<file path="src/rtl/mw_pkg.sv">
package mw_pkg;
  localparam int CMD_BITS = 8;
  localparam int RESP_MIN = 4;
  localparam int RESP_MAX = 16;
  localparam int LEN_W    = 5;

  typedef enum logic [1:0] {
    ST_IDLE  = 2'd0,
    ST_FRAME = 2'd1,
    ST_TAIL  = 2'd2
  } mw_state_e;

  function automatic logic [LEN_W-1:0] clamp_len(input logic [LEN_W-1:0] v);
    if (v < LEN_W'(RESP_MIN))      return LEN_W'(RESP_MIN);
    else if (v > LEN_W'(RESP_MAX)) return LEN_W'(RESP_MAX);
    else                           return v;
  endfunction
endpackage

</file>
<file path="src/rtl/mw_fifo.sv">
module mw_fifo #(
  parameter int WIDTH = 8,
  parameter int DEPTH = 4
) (
  input  logic             clk_i,
  input  logic             rst_ni,
  input  logic             push_i,
  input  logic [WIDTH-1:0] data_i,
  input  logic             pop_i,
  output logic [WIDTH-1:0] data_o,
  output logic             full_o,
  output logic             empty_o
);
  localparam int AW = (DEPTH > 1) ? $clog2(DEPTH) : 1;
  localparam int CW = $clog2(DEPTH + 1);

  logic [WIDTH-1:0] mem_q [DEPTH];
  logic [AW-1:0]    wptr_q, wptr_d, rptr_q, rptr_d;
  logic [CW-1:0]    cnt_q, cnt_d;
  logic             do_push, do_pop;

  assign full_o  = (cnt_q == CW'(DEPTH));
  assign empty_o = (cnt_q == '0);
  assign do_push = push_i & ~full_o;
  assign do_pop  = pop_i & ~empty_o;
  assign data_o  = mem_q[rptr_q];

  always_comb begin
    wptr_d = wptr_q;
    rptr_d = rptr_q;
    cnt_d  = cnt_q;
    if (do_push) wptr_d = (wptr_q == AW'(DEPTH-1)) ? '0 : wptr_q + 1'b1;
    if (do_pop)  rptr_d = (rptr_q == AW'(DEPTH-1)) ? '0 : rptr_q + 1'b1;
    case ({do_push, do_pop})
      2'b10:   cnt_d = cnt_q + 1'b1;
      2'b01:   cnt_d = cnt_q - 1'b1;
      default: cnt_d = cnt_q;
    endcase
  end

  always_ff @(posedge clk_i or negedge rst_ni) begin
    if (!rst_ni) begin
      wptr_q <= '0;
      rptr_q <= '0;
      cnt_q  <= '0;
    end else begin
      wptr_q <= wptr_d;
      rptr_q <= rptr_d;
      cnt_q  <= cnt_d;
    end
  end

  always_ff @(posedge clk_i) begin
    if (do_push) mem_q[wptr_q] <= data_i;
  end
endmodule

</file>
<file path="src/rtl/mw_clkgen.sv">
module mw_clkgen #(
  parameter int DIV_W = 8
) (
  input  logic             clk_i,
  input  logic             rst_ni,
  input  logic             en_i,
  input  logic [DIV_W-1:0] half_i,
  output logic             step_o
);
  logic [DIV_W-1:0] cnt_q, cnt_d, limit;

  assign limit  = (half_i == '0) ? '0 : half_i - 1'b1;
  assign step_o = en_i & (cnt_q == limit);

  always_comb begin
    if (!en_i || step_o) cnt_d = '0;
    else                 cnt_d = cnt_q + 1'b1;
  end

  always_ff @(posedge clk_i or negedge rst_ni) begin
    if (!rst_ni) cnt_q <= '0;
    else         cnt_q <= cnt_d;
  end
endmodule

</file>
<file path="src/rtl/mw_seq.sv">
module mw_seq
  import mw_pkg::*;
#(
  parameter int RW = RESP_MAX
) (
  input  logic             clk_i,
  input  logic             rst_ni,
  input  logic             step_i,
  input  logic             cont_i,
  input  logic [LEN_W-1:0] rx_len_i,
  input  logic             tx_empty_i,
  input  logic [CMD_BITS-1:0] tx_word_i,
  input  logic             rxd_i,
  input  logic             rx_full_i,
  output logic             run_o,
  output logic             tx_pop_o,
  output logic             rx_push_o,
  output logic [RW-1:0]    rx_word_o,
  output logic             overrun_o,
  output logic             sclk_o,
  output logic             fss_n_o,
  output logic             txd_o,
  output logic             txoe_n_o,
  output logic             busy_o
);
  localparam logic [LEN_W-1:0] TURN_IDX = LEN_W'(CMD_BITS);

  mw_state_e            st_q, st_d;
  logic                 ph_q, ph_d;
  logic [LEN_W-1:0]     idx_q, idx_d;
  logic [LEN_W-1:0]     last_q, last_d;
  logic [CMD_BITS-1:0]  tsh_q, tsh_d;
  logic [RW-1:0]        rsh_q, rsh_d;
  logic                 ovr_q, ovr_d;
  logic                 in_cmd;

  assign in_cmd = (st_q == ST_FRAME) && (idx_q < TURN_IDX);

  always_comb begin
    st_d      = st_q;
    ph_d      = ph_q;
    idx_d     = idx_q;
    last_d    = last_q;
    tsh_d     = tsh_q;
    rsh_d     = rsh_q;
    tx_pop_o  = 1'b0;
    rx_push_o = 1'b0;
    case (st_q)
      ST_IDLE: begin
        if (!tx_empty_i) begin
          st_d     = ST_FRAME;
          tx_pop_o = 1'b1;
          tsh_d    = tx_word_i;
          idx_d    = '0;
          ph_d     = 1'b0;
          rsh_d    = '0;
          last_d   = TURN_IDX + clamp_len(rx_len_i);
        end
      end
      ST_FRAME: begin
        if (step_i) begin
          if (!ph_q) begin
            ph_d = 1'b1;
            if (idx_q > TURN_IDX) rsh_d = {rsh_q[RW-2:0], rxd_i};
          end else begin
            ph_d = 1'b0;
            if (idx_q == last_q) begin
              if (cont_i && !tx_empty_i) begin
                rx_push_o = 1'b1;
                tx_pop_o  = 1'b1;
                tsh_d     = tx_word_i;
                idx_d     = '0;
                rsh_d     = '0;
                last_d    = TURN_IDX + clamp_len(rx_len_i);
              end else begin
                st_d = ST_TAIL;
              end
            end else begin
              idx_d = idx_q + 1'b1;
              if (idx_q < TURN_IDX) tsh_d = {tsh_q[CMD_BITS-2:0], 1'b0};
            end
          end
        end
      end
      ST_TAIL: begin
        if (step_i) begin
          rx_push_o = 1'b1;
          st_d      = ST_IDLE;
        end
      end
      default: st_d = ST_IDLE;
    endcase
    ovr_d = ovr_q | (rx_push_o & rx_full_i);
  end

  always_ff @(posedge clk_i or negedge rst_ni) begin
    if (!rst_ni) begin
      st_q   <= ST_IDLE;
      ph_q   <= 1'b0;
      idx_q  <= '0;
      last_q <= '0;
      tsh_q  <= '0;
      rsh_q  <= '0;
      ovr_q  <= 1'b0;
    end else begin
      st_q   <= st_d;
      ph_q   <= ph_d;
      idx_q  <= idx_d;
      last_q <= last_d;
      tsh_q  <= tsh_d;
      rsh_q  <= rsh_d;
      ovr_q  <= ovr_d;
    end
  end

  assign run_o     = (st_q != ST_IDLE);
  assign rx_word_o = rsh_q;
  assign overrun_o = ovr_q;
  assign sclk_o    = (st_q == ST_FRAME) & ph_q;
  assign fss_n_o   = (st_q == ST_IDLE);
  assign busy_o    = (st_q != ST_IDLE);
  assign txd_o     = in_cmd & tsh_q[CMD_BITS-1];
  assign txoe_n_o  = ~in_cmd;
endmodule

</file>
<file path="src/rtl/mw_master.sv">
module mw_master
  import mw_pkg::*;
#(
  parameter int DEPTH = 4,
  parameter int DIV_W = 8
) (
  input  logic                clk_i,
  input  logic                rst_ni,
  input  logic [DIV_W-1:0]    half_i,
  input  logic [LEN_W-1:0]    rx_len_i,
  input  logic                cont_i,
  input  logic                tx_wr_i,
  input  logic [CMD_BITS-1:0] tx_data_i,
  output logic                tx_full_o,
  input  logic                rx_rd_i,
  output logic [RESP_MAX-1:0] rx_data_o,
  output logic                rx_empty_o,
  output logic                sclk_o,
  output logic                fss_n_o,
  output logic                txd_o,
  output logic                txoe_n_o,
  input  logic                rxd_i,
  output logic                busy_o,
  output logic                overrun_o
);
  logic [1:0] rst_sync_q;
  logic       rst_n;

  always_ff @(posedge clk_i or negedge rst_ni) begin
    if (!rst_ni) rst_sync_q <= 2'b00;
    else         rst_sync_q <= {rst_sync_q[0], 1'b1};
  end
  assign rst_n = rst_sync_q[1];

  logic                tx_empty, tx_pop, rx_push, rx_full, run, step;
  logic [CMD_BITS-1:0] tx_word;
  logic [RESP_MAX-1:0] rx_word;

  mw_fifo #(.WIDTH(CMD_BITS), .DEPTH(DEPTH)) u_txq (
    .clk_i(clk_i), .rst_ni(rst_n), .push_i(tx_wr_i), .data_i(tx_data_i),
    .pop_i(tx_pop), .data_o(tx_word), .full_o(tx_full_o), .empty_o(tx_empty)
  );

  mw_fifo #(.WIDTH(RESP_MAX), .DEPTH(DEPTH)) u_rxq (
    .clk_i(clk_i), .rst_ni(rst_n), .push_i(rx_push), .data_i(rx_word),
    .pop_i(rx_rd_i), .data_o(rx_data_o), .full_o(rx_full), .empty_o(rx_empty_o)
  );

  mw_clkgen #(.DIV_W(DIV_W)) u_clk (
    .clk_i(clk_i), .rst_ni(rst_n), .en_i(run), .half_i(half_i), .step_o(step)
  );

  mw_seq #(.RW(RESP_MAX)) u_seq (
    .clk_i(clk_i), .rst_ni(rst_n), .step_i(step), .cont_i(cont_i),
    .rx_len_i(rx_len_i), .tx_empty_i(tx_empty), .tx_word_i(tx_word),
    .rxd_i(rxd_i), .rx_full_i(rx_full), .run_o(run), .tx_pop_o(tx_pop),
    .rx_push_o(rx_push), .rx_word_o(rx_word), .overrun_o(overrun_o),
    .sclk_o(sclk_o), .fss_n_o(fss_n_o), .txd_o(txd_o), .txoe_n_o(txoe_n_o),
    .busy_o(busy_o)
  );
endmodule

</file>
<file path="config.mk">
export PLATFORM = sky130hd
export DESIGN_NAME = mw_master
export DESIGN_NICKNAME = d
export VERILOG_FILES = /design/src/rtl/mw_pkg.sv /design/src/rtl/mw_fifo.sv /design/src/rtl/mw_clkgen.sv /design/src/rtl/mw_seq.sv /design/src/rtl/mw_master.sv
export SDC_FILE = /design/constraint.sdc
export NUM_CORES = 1
export LEC_CHECK = 0
export BUFFER_PORTS_ARGS = -buffer_cell sky130_fd_sc_hd__buf_2
export CELL_PAD_IN_SITES_DETAIL_PLACEMENT = 1
export CELL_PAD_IN_SITES_GLOBAL_PLACEMENT = 1
export CORE_MARGIN = 4
export CORE_UTILIZATION = 42
export CTS_BUF_LIST = sky130_fd_sc_hd__clkbuf_4
export DETAILED_ROUTE_END_ITERATION = 8
export PLACE_DENSITY = 0.76
export REMOVE_ABC_BUFFERS = 1
export SYNTH_ARGS = -nofsm -noshare
export SYNTH_HDL_FRONTEND = slang
export SYNTH_SLANG_ARGS = --single-unit
</file>
<file path="constraint.sdc">
create_clock -name clk_i -period 5.18 [get_ports clk_i]
set_input_delay 0.259 -clock clk_i [delete_from_list [all_inputs] [get_ports clk_i]]
set_output_delay 0.259 -clock clk_i [all_outputs]
set_load 0.01 [all_outputs]
</file>
==> flow_summary_export.csv, run 1 <==
group,metric,value,unit
run_status,outcome,"completed",
clocking,cts_sinks,158,
timing,hold_viol,0,
grt,use_met2,0.289,
grt,antenna_found_initial,2,
timing,setup_tns,0,ns
pwr,combinationalPowerShare,0.318,
synth,yosys.area_share.xor_xnor,0.0262,
cells_and_area,synthToLayoutAreaGrowth,11.9,%
synth,yosysWarnings,0,
synth,seq_area_frac_synth,0.602,
die,core,17200,sq um
min_path,hold_class,"input pin to flip-flop",
setup_path,cp_slowest_cell,"ha_1",
pwr,netSwitchingFraction,0.363,
pwr,pwr-share-clk,0.210,
place,portBuffers,50,
synth,ys_types,65,
grt,use_met3,0.0389,
timing,slew_headroom,0.260,
synth,synth_top_area_share,0.391,
pwr,powerDensity,436,nW/um^2
detailed_routing,routed_via_density,5.46,
synth,synth_seq_cells,158,
setup_path,slowest_delay,0.45,ns
clocking,cts_tree,"done",
synth,yosys-top-cells-area,"edfxtp_1, dfrtp_1, mux4_2, ha_1, nor2_1",
setup_path,arrival,3.89,ns
grt,grt_use_total,0.168,
synth,synth_simple_gate_area_frac,0.110,
setup_path,path_class,"flip-flop to flip-flop",
synth,synth_compound_area_frac,0.0910,
clocking,insertion_delay,0.57,ns
place,hpwl,10.7,mm
timing,fin_skew,0.0167,ns
timing,tightest_slew,1.11,ns
clocking,htreeDepth,4,
place,routabilityCongestion,0.836,
setup_path,end_kind,"flip-flop",
cells_and_area,post-route-util,0.478,
grt,grt_util_met1,0.217,
clocking,clockBufferDepth,2,
detailed_routing,drt-total-wl,15.6,mm
pwr,vdd_drop_max,0.000318,V
setup_path,crit_chain,"inv_1 -> ha_1 -> and2_1 -> and3_1 -> nor4b_1 -> o21a_1 -> ha_1 -> inv_1 -> fa_1 -> xor2_1 -> nor2_1 -> xor2_1",
pwr,pwr-share-seq,0.471,
synth,synth_enable_flop_cells,96,
pwr,p_sw,0.00130,W
clocking,clkTransAtPathRegs,0.14,ns
setup_path,required,5.68,ns
synth,synth_top_family_by_area,"simple AND/OR/NAND/NOR gates",
detailed_routing,vias,4577,
detailed_routing,drc,0,
clocking,post-cts-setup-buffers,0,
die,start_util,0.427,
die,io_pins,51,
synth,async_reset_ff_frac,0.392,
timing,period_needed,3.39,ns
synth,netlist_area,7370,sq um
die,dieArea,19700,sq um
setup_path,critPathLaunchType,"flip-flop",
synth,synth.most_common_cell,"edfxtp_1",
timing,rsz0062_at_grt,"false",
grt,grt_pass1_wl,26.4,mm
timing,drv_slew,0,
pwr,p_leak,3.11,nW
detailed_routing,drt_iter0_drc,248,
synth,yosys.area_share.adder,0.0377,
detailed_routing,wl_per_cell,18.6,microns
cells_and_area,fin_nets,647,
synth,synthCells,535,
timing,finalSetupViolations,0,
grt,grt_remaining_overflow,0,
cells_and_area,n_fill_cell,1754,
timing,fmax,295,MHz
die,dieHeight,140,microns
clocking,root_buffer,"clkbuf_4",
detailed_routing,postRouteAntennaNets,0,
grt,grt_max_degree,61,
cells_and_area,drive_gt1_frac,0.212,
grt,grt_pass1_vias,5029,
synth,synth_ff_type,"edfxtp_1",
timing,final.period_utilization,0.654,
die,num_rows,48,
pwr,internal_power,0.00229,W
synth,synth_common_cells,"edfxtp_1, dfrtp_1, nor2_1",
clocking,cts-buffers-inserted,17,
die,dieWidth,140,microns
synth,yosysTopAreaCell,"edfxtp_1",
detailed_routing,first_pass_iters,5,
synth,synthMuxAreaShare,0.0997,
grt,busiest_layer,"met2",
setup_path,cp_max_fo,14,
run,maxCapViolCount,0,
synth,avgSynthCellArea,13.8,sq um
==> power groups by stage <==
stage	Sequential, W	Combinational, W	Clock, W
detailed placement	0.00173	0.00115	0
CTS	0.00170	0.00117	0.000779
global placement	0.00171	0.00109	0
floorplan	0.00166	0.000819	0
global route	0.00173	0.00128	0.000841
finish	0.00169	0.00114	0.000756
==> registers in the layout (all words and copies together) (netlist names), 3 cells and up <==
name,count
u_seq.rx_word_o,16
u_seq.tsh_q,8
u_txq.mem_q,32
u_seq.last_q,5
u_seq.idx_q,5
u_txq.cnt_q,3
u_clk.cnt_q,8
u_rxq.cnt_q,3
u_rxq.mem_q,64
==> worst paths after layout <==
| path | start | endpoint | slack [ns] | cells after the start |
|---|---|---|---|---|
| setup / recovery | u_seq.st_q[1]$_DFFE_PN0P_ | u_txq.cnt_q[2]$_DFFE_PN0P_ | 1.79 | 12 |
| hold / removal | rx_len_i[4] | u_seq.last_q[4]$_DFFE_PN0P_ | 0.04 | 3 |
| setup reg to reg | u_seq.st_q[1]$_DFFE_PN0P_ | u_txq.cnt_q[2]$_DFFE_PN0P_ | 1.79 | 12 |
| hold reg to reg | rst_sync_q[0]$_DFF_PN0_ | rst_sync_q[1]$_DFF_PN0_ | 0.37 | 0 |
| max in group asynchronous | rst_sync_q[1]$_DFF_PN0_ | u_rxq.wptr_q[0]$_DFFE_PN0P_ | 4.17 | 1 |
| min in group asynchronous | rst_sync_q[1]$_DFF_PN0_ | u_seq.tsh_q[0]$_DFFE_PN0P_ | 0.45 | 1 |
==> cells in the final DEF (no fill, tap or decap), types with 3 or more instances in the layout <==
cell type and n:
edfxtp_1 96, dfrtp_1 61, buf_2 50, nor2_1 44
inv_1 29, nand2_1 28, mux4_2 24, ha_1 19
clkbuf_4 17, a22o_1 16, dlygate4sd3_1 15, nand3_1 12
a21oi_1 12, and2_1 11, xnor2_1 11, xor2_1 11
o21ai_0 10, mux2i_1 10, o211ai_1 10, and3_1 9
nor3_1 8, nand2b_1 8, a211oi_1 8, a21o_1 6
nand4_1 5, o31ai_1 4, nor2b_1 4, mux2_4 4
or3_1 3, or3b_2 3, o2111ai_1 3, o21ai_1 3
mux2_2 3, clkinv_4 3, clkinv_8 3, inv_6 3
inv_8 3, buf_4 3
==> metal layers <==
metal	part of all wire	vias up
li1	-	2128
met1	0.43	2345
met2	0.52	82
met3	0.040	20
met4	0.012	2
met5	0.00045	-
==> metrics by stage <==
stage | area, sq um | instances | hold WS, ns | worst slack (ns) | total power [W]
final | 8240 | 838 | 0.0402 | 1.79 | 0.00359
after global routing | 8240 | 838 | 0.00711 | 1.55 | 0.00385
after CTS | 8240 | 837 | 0.00835 | 1.77 | 0.00364
after detailed placement | 7780 | 790 | 0.0488 | 1.32 | 0.00288
after global placement | 7780 | 790 | 0.0443 | 1.47 | 0.00280
after floorplan | 7230 | 512 | -0.0366 | 1.29 | 0.00248
==> final cells by class <==
cell class / count / area [sq um] / area share
multi-input cells: 325 / 2690 / 0.326
diodes: 1 / 2.50 / 0.000304
inverters: 29 / 109 / 0.0132
well taps: 225 / 282 / 0.0342
clock inverters: 15 / 176 / 0.0214
clock buffers: 17 / 128 / 0.0155
repair buffers: 68 / 423 / 0.0513
flip-flops and latches: 158 / 4440 / 0.538
==> worst max-delay path, delay by kind of cell, from the launching register on <==
kind,cells,cell delay [ns]
flops,1,0.43
simple gates,4,1.11
compound gates,1,0.26
buf+inv,2,0.17
xor+xnor,2,0.32
fa+ha+maj,3,1.03
==> what timing repair did <==
action | 4_1_cts | 5_1_grt
hold buffers | 15 | 0
resized for setup | 0 | 0
setup endpoints to repair | 0 | 0
endpoints found under the hold margin | 38 | 0
==> kinds of logic after synthesis <==
family	after synthesis
simple gates	150
mux	41
fa+ha+maj	21
xor+xnor	22
compound gates	90
flops	158
other cells	1
buf+inv	52
Power figures use the tool's default switching activity.
==> run 2, diff against run 1 <==
Clock period 5.18 ns to 3.45 ns, I/O delays scaled along.
==> flow_summary_export.csv, run 2 (synthesis gave the netlist of run 1 again) <==
group,metric,value,unit
run_status,outcome,"completed",
cells_and_area,synthToLayoutAreaGrowth,14.7,%
cells_and_area,drive_gt1_frac,0.228,
die,dieWidth,140,microns
pwr,p_sw,0.00201,W
clocking,htreeDepth,4,
clocking,clockBufferDepth,2,
setup_path,r2r_slack,0.18,ns
grt,grt_pass1_vias,5369,
pwr,power,0.00549,W
cells_and_area,fin_nets,667,
setup_path,rr_worst_depth,12,
setup_path,slowest_delay,0.50,ns
place,hpwl,11.6,mm
clocking,cts-buffers-inserted,17,
detailed_routing,routed_via_density,5.57,
pwr,combinationalPowerShare,0.335,
die,num_rows,48,
place,routabilityCongestion,0.862,
cells_and_area,diodes,0,
clocking,clkTransAtPathRegs,0.15,ns
grt,grt_max_degree,38,
die,core,17200,sq um
die,dieArea,19700,sq um
clocking,cts_resized,0,
grt,busiest_layer,"met2",
clocking,root_buffer,"clkbuf_4",
die,io_pins,51,
timing,drv_slew,0,
pwr,pwr-share-seq,0.458,
timing,fmax,306,MHz
place,portBuffers,50,
setup_path,path_class,"flip-flop to flip-flop",
setup_path,cp_max_fo,7,
cells_and_area,top_register,"u_rxq.mem_q",
detailed_routing,wl_per_cell,19.8,microns
clocking,cts_sinks,158,
detailed_routing,drt-total-wl,16.9,mm
detailed_routing,first_pass_iters,5,
grt,grt_use_total,0.182,
setup_path,required,3.94,ns
grt,use_met3,0.0389,
setup_path,end_kind,"flip-flop",
die,dieHeight,140,microns
pwr,pwr-share-clk,0.207,
timing,final.period_utilization,0.948,
pwr,netSwitchingFraction,0.366,
detailed_routing,drt_iter0_drc,221,
grt,grt_util_met1,0.225,
timing,hold_viol,0,
grt,antenna_found_initial,0,
setup_path,crit_start,"u_seq.idx_q[3]$_DFFE_PN0P_",
setup_path,crit_chain,"xnor2_1 -> nand3_1 -> nor2_1 -> and3_1 -> nor4b_1 -> o21a_1 -> ha_1 -> inv_1 -> fa_1 -> xor2_1 -> nor2_1 -> xor2_1",
pwr,p_leak,3.22,nW
pwr,powerDensity,649,nW/um^2
setup_path,cp_slowest_cell,"dfrtp_1",
timing,whs,0.0707,ns
setup_path,path_buf_inv,1,
pwr,vdd_drop_max,0.000380,V
setup_path,r2r_end,"u_txq.cnt_q[2]$_DFFE_PN0P_",
clocking,cts_tree,"done",
clocking,insertion_delay,0.56,ns
grt,grt_pass1_wl,28.4,mm
setup_path,cp.depth,12,
timing,period_needed,3.27,ns
timing,rsz0062_at_grt,"false",
run,maxCapViolCount,0,
detailed_routing,postRouteAntennaNets,0,
setup_path,critPathLaunchType,"flip-flop",
grt,use_met2,0.321,
detailed_routing,drc,0,
cells_and_area,final_common_cell,"edfxtp_1",
cells_and_area,final_cell_mix,"edfxtp_1, dfrtp_1, buf_2, nor2_1, inv_1",
setup_path,endpoint,"u_txq.cnt_q[2]$_DFFE_PN0P_",
timing,tightest_slew,0.926,ns
timing,setup_tns,0,ns
pwr,internal_power,0.00348,W
cells_and_area,largest_reg_flops,64,
min_path,hold_class,"input pin to flip-flop",
timing,finalSetupViolations,0,
detailed_routing,vias,4776,
die,start_util,0.427,
timing,slew_headroom,0.383,
timing,fin_skew,0.0204,ns
setup_path,reg2reg_from,"u_seq.idx_q[3]$_DFFE_PN0P_",
setup_path,cp_top_family,"simple AND/OR/NAND/NOR gates",
setup_path,arrival,3.76,ns
grt,grt_remaining_overflow,0,
-- run 2: cell types whose count changed in the layout (fill, tap and decap cells not counted), sizes merged --
cell | previous run | this run
inv | 35 | 37
diode | 1 | 0
buf | 53 | 67
clkinv | 7 | 3
clkinvlp | 1 | 3
dlygate4sd3 | 15 | 21
-- run 2: final cells by class --
class,count,area (sq um)
Clock buffer,17,128
Clock inverter,15,171
Fill cell,1735,8790
Inverter,29,109
Multi-Input combinational cell,325,2690
Sequential cell,158,4440
Tap cell,225,282
Timing Repair Buffer,88,638
-- run 2: worst register-to-register path, delay by kind of cell (launching register included) --
family	cells	cell delay, ns
AND/OR/NAND/NOR	5	1.33
adder cells (fa/ha/maj)	2	0.59
XOR/XNOR	3	0.51
flip-flops	1	0.50
AO/OA/AOI/OAI	1	0.21
buffers and inverters	1	0.06
-- run 2: power groups by stage --
stage / Combinational (W) / Sequential, W / Clock (W)
2_1_floorplan: 0.00123 / 0.00250 / 0
3_3_place_gp: 0.00171 / 0.00252 / 0
3_5_place_dp: 0.00184 / 0.00256 / 0
4_1_cts: 0.00187 / 0.00252 / 0.00118
5_1_grt: 0.00203 / 0.00255 / 0.00128
6_report: 0.00184 / 0.00251 / 0.00114
-- run 2: routing by layer --
| metal | part of all wire | vias to the layer above |
|---|---|---|
| li1 | - | 2166 |
| met1 | 0.41 | 2467 |
| met2 | 0.53 | 114 |
| met3 | 0.041 | 29 |
| met4 | 0.018 | 0 |
| met5 | 0 | - |
-- run 2: worst min path at each step --
stage	slack, ns	depth (start not counted)	startpoint	end
5_1_grt	0.03	4	tx_wr_i	u_txq.wptr_q[1]$_DFFE_PN0P_
3_3_place_gp	-0.04	1	rst_ni	rst_sync_q[0]$_DFF_PN0_
2_1_floorplan	-0.12	0	rst_ni	rst_sync_q[0]$_DFF_PN0_
6_report	0.07	4	tx_wr_i	u_txq.wptr_q[1]$_DFFE_PN0P_
4_1_cts	0.04	4	tx_wr_i	u_txq.wptr_q[1]$_DFFE_PN0P_
3_5_place_dp	-0.04	1	rst_ni	rst_sync_q[0]$_DFF_PN0_
-- run 2: what timing repair did --
action | 4_1_cts | 5_1_grt
setup buffers | 0 | 0
endpoints found under the hold margin | 42 | 0
hold buffers | 21 | 0
-- run 2: per-stage QoR --
step	std cells	setup slack [ns]	utilization	area, sq um
after CTS	857	0.137	0.490	8450
after global routing	857	0.00352	0.490	8450
after global placement	804	0.160	0.461	7940
after floorplan	512	-0.351	-	7230
final	857	0.178	0.490	8450
after detailed placement	804	-0.197	0.461	7940
==> run 3, diff against run 2 <==
Settings changed: PLACE_DENSITY 0.76 to default, PLACE_DENSITY_LB_ADDON from default to 0.1.
Clock period 3.45 ns to 3.36 ns, I/O delays scaled along.
==> flow_summary_export.csv, run 3 (synthesis gave the netlist of run 1 again) <==
group,metric,value,unit
run_status,outcome,"completed",
pwr,combinationalPowerShare,0.338,
timing,fmax,319,MHz
min_path,min-delay-start,"tx_wr_i",
setup_path,end_kind,"flip-flop",
cells_and_area,instances_no_fill,864,
timing,fin_skew,0.0286,ns
clocking,clkTransAtPathRegs,0.14,ns
clocking,root_buffer,"clkbuf_4",
clocking,insertion_delay,0.57,ns
timing,tightest_slew,0.972,ns
min_path,whs_endpoint,"u_txq.wptr_q[1]$_DFFE_PN0P_",
timing,hold_viol,0,
die,dieArea,19700,sq um
setup_path,cp_max_fo,6,
cells_and_area,largest_reg_flops,64,
grt,grt_pass1_vias,5033,
setup_path,crit_chain,"xor2_1 -> o2111ai_1 -> o311ai_0 -> nand4_1 -> nor4b_1 -> o21a_1 -> ha_1 -> inv_1 -> fa_1 -> xor2_1 -> nor2_1 -> xor2_1",
grt,grt_max_degree,37,
die,num_rows,48,
die,start_util,0.427,
die,dieHeight,140,microns
setup_path,arrival,3.61,ns
cells_and_area,synthToLayoutAreaGrowth,14.9,%
detailed_routing,routed_via_density,5.31,
detailed_routing,drc,0,
place,dp_cells,809,
clocking,cts_tree,"done",
timing,final.period_utilization,0.932,
run,maxCapViolCount,0,
pwr,internal_power,0.00351,W
setup_path,cp_slowest_cell,"dfrtp_1",
cells_and_area,drive_gt1_frac,0.236,
setup_path,critPathLaunchType,"flip-flop",
detailed_routing,drt_iter0_drc,275,
die,dieWidth,140,microns
min_path,hold_depth,4,
setup_path,r2r_slack,0.23,ns
clocking,cts-buffers-inserted,17,
place,routabilityCongestion,0.817,
detailed_routing,first_pass_iters,4,
setup_path,required,3.84,ns
cells_and_area,fin_nets,671,
clocking,htreeDepth,4,
pwr,powerDensity,656,nW/um^2
setup_path,r2r_end,"u_txq.cnt_q[2]$_DFFE_PN0P_",
place,post-place-ws,-0.104,ns
setup_path,slowest_delay,0.50,ns
die,core,17200,sq um
setup_path,path_class,"flip-flop to flip-flop",
pwr,p_leak,3.22,nW
setup_path,rr_worst_depth,12,
cells_and_area,final_common_cell,"edfxtp_1",
setup_path,cp_top_family,"simple AND/OR/NAND/NOR gates",
timing,finalSetupViolations,0,
pwr,vdd_drop_max,0.000414,V
timing,period_needed,3.13,ns
timing,drv_slew,0,
setup_path,path_buf_inv,1,
timing,slew_headroom,0.346,
pwr,pwr-share-seq,0.462,
detailed_routing,wl_per_cell,18.1,microns
pwr,netSwitchingFraction,0.367,
setup_path,reg2reg_from,"u_clk.cnt_q[1]$_DFF_PN0_",
clocking,cts_sinks,158,
die,io_pins,51,
min_path,hold_class,"input pin to flip-flop",
pwr,pwr-share-clk,0.199,
pwr,p_sw,0.00204,W
place,hpwl,10.8,mm
cells_and_area,top_register,"u_rxq.mem_q",
detailed_routing,postRouteAntennaNets,0,
grt,antenna_found_initial,1,
timing,finalWorstSetupSlack,0.230,ns
grt,grt_use_total,0.169,
detailed_routing,drt-total-wl,15.7,mm
grt,grt_pass1_wl,26.4,mm
clocking,clockBufferDepth,2,
setup_path,worst_path_most_repeated_cell,"xor2_1",
place,portBuffers,50,
timing,rsz0062_at_grt,"false",
cells_and_area,final_cell_mix,"edfxtp_1, dfrtp_1, buf_2, nor2_1, inv_1",
grt,grt_remaining_overflow,0,
detailed_routing,vias,4585,
-- run 3: routing by layer --
layer,up-vias,part of all wire,track usage
li1,2187,-,-
met1,2322,0.47,0.231
met2,58,0.49,0.275
met3,18,0.029,0.0382
met4,0,0.013,0.0474
met5,-,0,0
-- run 3: worst register-to-register path, stage by stage (launching register included) --
cell and delay [ns]:
dfrtp_1 0.50, xor2_1 0.25, o2111ai_1 0.15, o311ai_0 0.14, nand4_1 0.30, nor4b_1 0.48
o21a_1 0.21, ha_1 0.19, inv_1 0.06, fa_1 0.37, xor2_1 0.15, nor2_1 0.12
xor2_1 0.16
-- run 3: repair_timing --
item	4_1_cts	5_1_grt
setup buffers	0	0
hold buffers	20	0
endpoints found under the hold margin	41	0
gates resized for setup	0	0
-- run 3: final cells by class --
cell class | instances | area [sq um]
clock inverters | 15 | 150
multi-input cells | 325 | 2690
clock buffers | 17 | 128
diodes | 3 | 7.51
well taps | 225 | 282
repair buffers | 92 | 666
flip-flops and latches | 158 | 4440
inverters | 29 | 109
fillers | 1751 | 8770
-- run 3: power by group through the flow --
stage | clock [W] | sequential, W | combinational (W)
global placement | 0 | 0.00260 | 0.00181
floorplan | 0 | 0.00257 | 0.00126
finish | 0.00111 | 0.00257 | 0.00188
CTS | 0.00115 | 0.00258 | 0.00192
global route | 0.00126 | 0.00262 | 0.00210
detailed placement | 0 | 0.00262 | 0.00189
-- run 3: per-stage QoR --
stage	util	hold slack, ns	total power [W]	cell area (sq um)	TNS (ns)
floorplan	-	-0.128	0.00383	7230	-24.69
global placement	0.463	-0.0478	0.00441	7980	0
detailed placement	0.463	-0.0440	0.00451	7980	-0.146
CTS	0.491	0.0303	0.00565	8460	0
global route	0.491	0.0350	0.00597	8460	0
finish	0.491	0.0701	0.00555	8460	0
-- run 3: worst max-delay path by stage --
stage                                  start                    endpoint  slack [ns]  cells after the start
global route        u_clk.cnt_q[1]$_DFF_PN0_  u_txq.cnt_q[2]$_DFFE_PN0P_        0.04                     12
floorplan                          half_i[0]  u_rxq.cnt_q[1]$_DFFE_PN0P_       -0.44                     13
CTS                 u_clk.cnt_q[1]$_DFF_PN0_  u_txq.cnt_q[2]$_DFFE_PN0P_        0.23                     12
global placement                   half_i[3]  u_txq.cnt_q[2]$_DFFE_PN0P_        0.08                     13
finish              u_clk.cnt_q[1]$_DFF_PN0_  u_txq.cnt_q[2]$_DFFE_PN0P_        0.23                     12
detailed placement                 half_i[0]  u_txq.cnt_q[2]$_DFFE_PN0P_       -0.10                     15
